$ cat src/rtl/irq_prio_pkg.sv
package irq_prio_pkg;
  typedef enum logic [1:0] {ACC_NONE, ACC_PRIO, ACC_CTRL} acc_kind_e;

  localparam int GRP_LSB = 8;
  localparam int GRP_W   = 3;

  function automatic logic [7:0] impl_mask(input int bits);
    return 8'hFF << (8 - bits);
  endfunction
endpackage

$ cat src/rtl/irq_prio_decode.sv
module irq_prio_decode
  import irq_prio_pkg::*;
#(
  parameter int ADDR_W = 6,
  parameter int NUM_WORDS = 8,
  parameter int IDX_W = 3,
  parameter logic [ADDR_W-1:0] CTRL_ADDR = 6'h20
) (
  input  logic [ADDR_W-1:0] addr,
  output acc_kind_e         kind,
  output logic [IDX_W-1:0]  idx
);
  localparam logic [ADDR_W-1:0] WORD_END = ADDR_W'(NUM_WORDS);

  always_comb begin
    idx = addr[IDX_W-1:0];
    if (addr == CTRL_ADDR)    kind = ACC_CTRL;
    else if (addr < WORD_END) kind = ACC_PRIO;
    else                      kind = ACC_NONE;
  end
endmodule

$ cat src/rtl/irq_prio_field.sv
module irq_prio_field #(
  parameter int PRIO_BITS = 4
) (
  input  logic       clk,
  input  logic       rst,
  input  logic       we,
  input  logic [7:0] wbyte,
  output logic [7:0] q
);
  logic [PRIO_BITS-1:0] held;

  always_ff @(posedge clk) begin
    if (rst)     held <= '0;
    else if (we) held <= wbyte[7 -: PRIO_BITS];
  end

  generate
    if (PRIO_BITS == 8) begin : g_full
      assign q = held;
    end else begin : g_part
      assign q = {held, {(8-PRIO_BITS){1'b0}}};
    end
  endgenerate
endmodule

$ cat src/rtl/irq_prio_group.sv
module irq_prio_group
  import irq_prio_pkg::*;
(
  input  logic             clk,
  input  logic             rst,
  input  logic             we,
  input  logic [GRP_W-1:0] wval,
  output logic [GRP_W-1:0] q
);
  always_ff @(posedge clk) begin
    if (rst)     q <= '0;
    else if (we) q <= wval;
  end
endmodule

$ cat src/rtl/irq_prio_bank.sv
module irq_prio_bank
  import irq_prio_pkg::*;
#(
  parameter int NUM_IRQ = 30,
  parameter int PRIO_BITS = 4,
  parameter int ADDR_W = 6,
  parameter logic [ADDR_W-1:0] CTRL_ADDR = 6'h20
) (
  input  logic                 clk,
  input  logic                 rst,
  input  logic                 bus_en,
  input  logic                 bus_wr,
  input  logic [ADDR_W-1:0]    bus_addr,
  input  logic [31:0]          bus_wdata,
  input  logic [3:0]           bus_be,
  output logic [31:0]          bus_rdata,
  output logic [NUM_IRQ*8-1:0] prio_flat,
  output logic [2:0]           group_sel
);
  localparam int NUM_WORDS = (NUM_IRQ + 3) / 4;
  localparam int IDX_W = (NUM_WORDS > 1) ? $clog2(NUM_WORDS) : 1;

  acc_kind_e                    kind;
  logic [IDX_W-1:0]             idx;
  logic                         wr_req;
  logic                         rd_req;
  logic [NUM_WORDS-1:0][31:0]   words;
  logic [31:0]                  rd_next;

  assign wr_req = bus_en && bus_wr;
  assign rd_req = bus_en && !bus_wr;

  irq_prio_decode #(
    .ADDR_W(ADDR_W), .NUM_WORDS(NUM_WORDS), .IDX_W(IDX_W), .CTRL_ADDR(CTRL_ADDR)
  ) u_dec (
    .addr(bus_addr), .kind(kind), .idx(idx)
  );

  genvar gi, gl;
  generate
    for (gi = 0; gi < NUM_IRQ; gi++) begin : g_irq
      logic lane_we;
      assign lane_we = wr_req && (kind == ACC_PRIO) &&
                       (idx == IDX_W'(gi / 4)) && bus_be[gi % 4];
      irq_prio_field #(.PRIO_BITS(PRIO_BITS)) u_fld (
        .clk(clk), .rst(rst), .we(lane_we),
        .wbyte(bus_wdata[8*(gi%4) +: 8]),
        .q(prio_flat[8*gi +: 8])
      );
    end

    for (gi = 0; gi < NUM_WORDS; gi++) begin : g_word
      for (gl = 0; gl < 4; gl++) begin : g_lane
        if (gi*4 + gl < NUM_IRQ) begin : g_used
          assign words[gi][8*gl +: 8] = prio_flat[8*(gi*4+gl) +: 8];
        end else begin : g_empty
          assign words[gi][8*gl +: 8] = 8'h00;
        end
      end
    end
  endgenerate

  irq_prio_group u_grp (
    .clk(clk), .rst(rst),
    .we(wr_req && (kind == ACC_CTRL) && bus_be[1]),
    .wval(bus_wdata[GRP_LSB +: GRP_W]),
    .q(group_sel)
  );

  always_comb begin
    case (kind)
      ACC_PRIO: rd_next = words[idx];
      ACC_CTRL: rd_next = {21'b0, group_sel, 8'b0};
      default:  rd_next = 32'h0;
    endcase
  end

  always_ff @(posedge clk) begin
    if (rst)         bus_rdata <= 32'h0;
    else if (rd_req) bus_rdata <= rd_next;
  end
endmodule

$ cat config.mk
export PLATFORM = sky130hd
export DESIGN_NAME = irq_prio_bank
export DESIGN_NICKNAME = d
export VERILOG_FILES = /design/src/rtl/irq_prio_pkg.sv /design/src/rtl/irq_prio_decode.sv /design/src/rtl/irq_prio_field.sv /design/src/rtl/irq_prio_group.sv /design/src/rtl/irq_prio_bank.sv
export SDC_FILE = /design/constraint.sdc
export NUM_CORES = 1
export LEC_CHECK = 0
export BUFFER_PORTS_ARGS = -buffer_cell sky130_fd_sc_hd__clkbuf_2
export CORE_MARGIN = 2
export CORE_UTILIZATION = 46
export DETAILED_ROUTE_END_ITERATION = 16
export PLACE_DENSITY = 0.9
export SYNTH_ARGS = -nofsm -noshare
export SYNTH_HDL_FRONTEND = slang
export SYNTH_HIERARCHICAL = 1
export SYNTH_SLANG_ARGS = --single-unit
export TNS_END_PERCENT = 10
$ cat constraint.sdc
create_clock -name clk -period 1.95 [get_ports clk]
set_clock_uncertainty 0.05 [all_clocks]
set_input_delay 0.0975 -clock clk [delete_from_list [all_inputs] [get_ports clk]]
set_output_delay 0.0975 -clock clk [all_outputs]
set_load 0.1 [all_outputs]
==> metrics.md <==
| Metric | Value |
|---|---|
| WL per Instance | about 20 um |
| VDD IR max | between 0.6 and 0.7 mV |
| Largest fanout on the critical path | 4 |
| Worst-path cell chain | buf_4 -> or4b_1 -> nor3_4 -> inv_1 -> ha_1 -> nand4b_1 -> nor2_1 -> and2_2 -> mux2i_1 -> nor2_1 |
| HPWL after DPL | roughly 19000 um |
| Fin crit share | between 90% and 100% |
| Worst Hold End | g_irq[23].u_fld/held[0] |
| GP Congestion | about 0.84 |
| Final ANT Viol Nets | 0 |
| Post-CTS Setup Bufs | 0 |
| Commonest non-fill, non-tap cell in the layout | clkbuf_2 |
| Sinks on Clock Net | around 160 |
| Worst hold slack | between 0.5 and 0.6 ps |
| R2r startpoint | g_irq[11].u_fld/held[3] |
| Global route overflow | 0 |
| DR iter-0 viols | approximately 370 |
| Fin cells | about 1.3k |
| Dpl cell area | approximately 9200 um2 |
| Post-Syn Area per Cell | roughly 9.6 um2 |
| Row cnt | 50 |
| # H-tree levels | 4 |
| Hold Fails Final Rpt | 0 |
| Final Util | approximately 54% |
| CTS Buf Count | 17 |
| Post-synthesis register bit count | between 150 and 200 |
| Largest net degree at the start of global routing | 88 |
| Vias per cell | ~5.3 |
| First-pass GRT wire length | between 30000 and 40000 um |
| Final worst slack | 68.7 ps |
| Min cycle time layout | around 1900 ps |
| Reg2reg path depth | 4 |
| Initial DRT Pass Iterations | 5 |
| CTS Root Cell | clkbuf_16 |
| Final setup fails | 0 |
| Clock latency on the worst-skew pair | ~430 ps |
| RR Endpoint | bus_rdata[31] |
| Design Area, Final | about 10000 um2 |
| Via count | about 7k |
| Worst Hold Depth | 3 |
| Status | finished, final reports clean |
| PwrDens | between 800 and 900 nW/um2 |
| Post-route setup TNS | 0 ps |
| Worst slack at placement | -336 ps |
| NumNets Final | ~1.1k |
| Starting Density | 46.6% |
| Worst-margin pin slew | 641 ps |
| Achievable Freq | about 0.53 GHz |
| Vias in the first global route | 6830 |
| Area occupied by multi-input gates | 4620 um2 |
| Max-cap violations | 0 |
| GRT Total Usage | 25.6% |
| CTS tree | yes |
| Maximum buffer depth of the clock tree | 2 |
| Post-Synth Simple-Gate Area | a little over an eighth |
| Die Wd | between 100 and 150 um |
| Required @ worst endpoint | 2210 ps |
| Area Overhead vs Synth | 15.3% |
| Most frequent cells in the layout | clkbuf_2, nor2_1, dfxtp_1 |
| Adder-Cell Fraction of Synth Area | less than 1% |
| Post-Synthesis Cells | approximately 900 |
| Most used cell, CP | nor2_1 |
| PortBufs | around 190 |
| I/O Pins | about 320 |
| Core Region | approximately 19000 um2 |
| R2R Setup Slk | between 600 and 700 ps |
| Initial antenna violation count | 2 |
| Worst relative slew slack | a little under three fifths |
| Hold Crit Class | input pin to flip-flop |
| Leak pwr | 4.22 nW |
| Count of different cell masters after synthesis | 41 |
| Syn. warnings | 6 |
| Seq/Total Area, Yosys | a little over a third |
| Peak per-stage delay on the critical path | 590 ps |
| XOR/XNOR share of the synthesized area | 0% |
| Power after layout | between 8 and 9 mW |
| Die ar. | around 20000 um2 |
| Startpoint types | input pin |
| Crit path capture type | flip-flop |
| Layout cells sized above 1 | 30.1% |
| Register area | ~3100 um2 |
| WP data arrival | between 2000 and 2500 ps |
| Syn Std Cell Area | ~8700 um2 |
| Placed Instances | 1253 |
| Residual DRC | 0 |
| Total length of routed wires | 25900 um |
| Compound-cell area share of the yosys netlist | under 10% |
| Mux cell area share after synthesis | between 20 and 30% |
| WS Path Type | input pin to flip-flop |
| Die H | roughly 140 um |
| Fillcell total | roughly 1.6k |
| Clk slew on worst S/H paths | about 60 ps |
| Largest family of logic cells by synthesized area | multiplexers |
| RSZ-0062 raised after global routing | yes |
| Critical path's slowest cell | or4b_1 |
| Number of slew-limit violations in the final report | 0 |
| Worst Hold Launch | bus_wdata[28] |
## registers in the layout (all words and copies together), names as in the netlist
signal,count
u_grp/q,3
bus_rdata,32
g_irq.u_fld/held,120
## layout make-up
type                            count  area share, %
Clock buffer                       22           4.75
Timing Repair Buffer              232           13.6
Multi-Input combinational cell    645           46.3
Clock inverter                     10           1.15
Antenna cell                        2         0.0502
Tap cell                          234           2.93
Sequential cell                   155           31.1
Inverter                            3          0.113
## synthesized netlist by cell type
cell	n	area, um2
mux2_2	24	270
mux4_1	1	26.3
nand4b_1	1	8.76
nand4b_4	1	23.8
o31ai_1	12	90.1
buf_2	11	55.1
inv_1	3	11.3
clkbuf_2	30	150
a22o_1	16	140
o22ai_1	12	75.1
a211oi_2	1	12.5
a211oi_1	3	22.5
a21oi_1	1	5.00
o21ai_1	1	5.00
nor4_1	1	6.26
nand3_1	1	5.00
buf_12	1	20.0
nand2b_1	2	12.5
buf_6	3	33.8
nor3_1	2	10.0
ha_1	2	25.0
mux2i_1	142	1420
conb_1	30	113
dfxtp_1	155	3100
nor3_2	1	10.0
mux4_2	33	743
buf_4	129	968
o41ai_2	1	16.3
clkbuf_1	8	30.0
nor2b_1	17	106
or4b_1	1	10.0
nor2_1	164	616
a22oi_1	3	22.5
buf_8	2	30.0
nand4_1	1	6.26
buf_1	1	3.75
and2_1	30	188
or2_1	1	6.26
o211ai_1	16	120
o21ai_0	2	10.0
nand2_1	32	120
## power breakdown
| group | internal (mW) | switching (mW) |
|---|---|---|
| clock | 1.98 | 1.34 |
| sequential | 3.17 | 0.00354 |
| combinational | 0.242 | 1.40 |
| total | 5.40 | 2.74 |
## critical path: cells and delay by family
family	cells	cell delay (ps)
adders and majority gates	1	210
muxes	1	180
buffers and inverters	2	190
and+or+nand+nor	6	1460
## how the worst max path moves through the flow
stage | startpoint | endpoint | slack (ps) | cells past startpoint
2_1_floorplan | bus_addr[1] | g_irq[4].u_fld/held[0] | 20 | 10
3_3_place_gp | bus_addr[1] | g_irq[0].u_fld/held[0] | -260 | 10
3_5_place_dp | bus_addr[1] | g_irq[3].u_fld/held[3] | -340 | 10
4_1_cts | bus_addr[1] | g_irq[17].u_fld/held[1] | 120 | 10
5_1_grt | bus_addr[1] | g_irq[0].u_fld/held[1] | -20 | 10
6_report | bus_addr[1] | g_irq[3].u_fld/held[3] | 70 | 10
## logic make-up after synthesis
kind of cell	count (synthesis)
simple gates	255
compound gates	68
flops	155
mux	200
fa+ha+maj	2
buf+inv	188
other cells	30
## repair_timing
action / CTS / global route
setup endpoints to repair: 0 / 65
gates resized for setup: 0 / 15
hold buffers: 16 / 0
endpoints found under the hold margin: 63 / 0
## layer usage
layer | part of all wire [%] | track usage, %
met5 | 0 | 0
met4 | 2.5 | 11.1
met3 | 7.7 | 6.08
met2 | 51 | 45.1
met1 | 39 | 29.7
(Power assumes the default switching activity.)
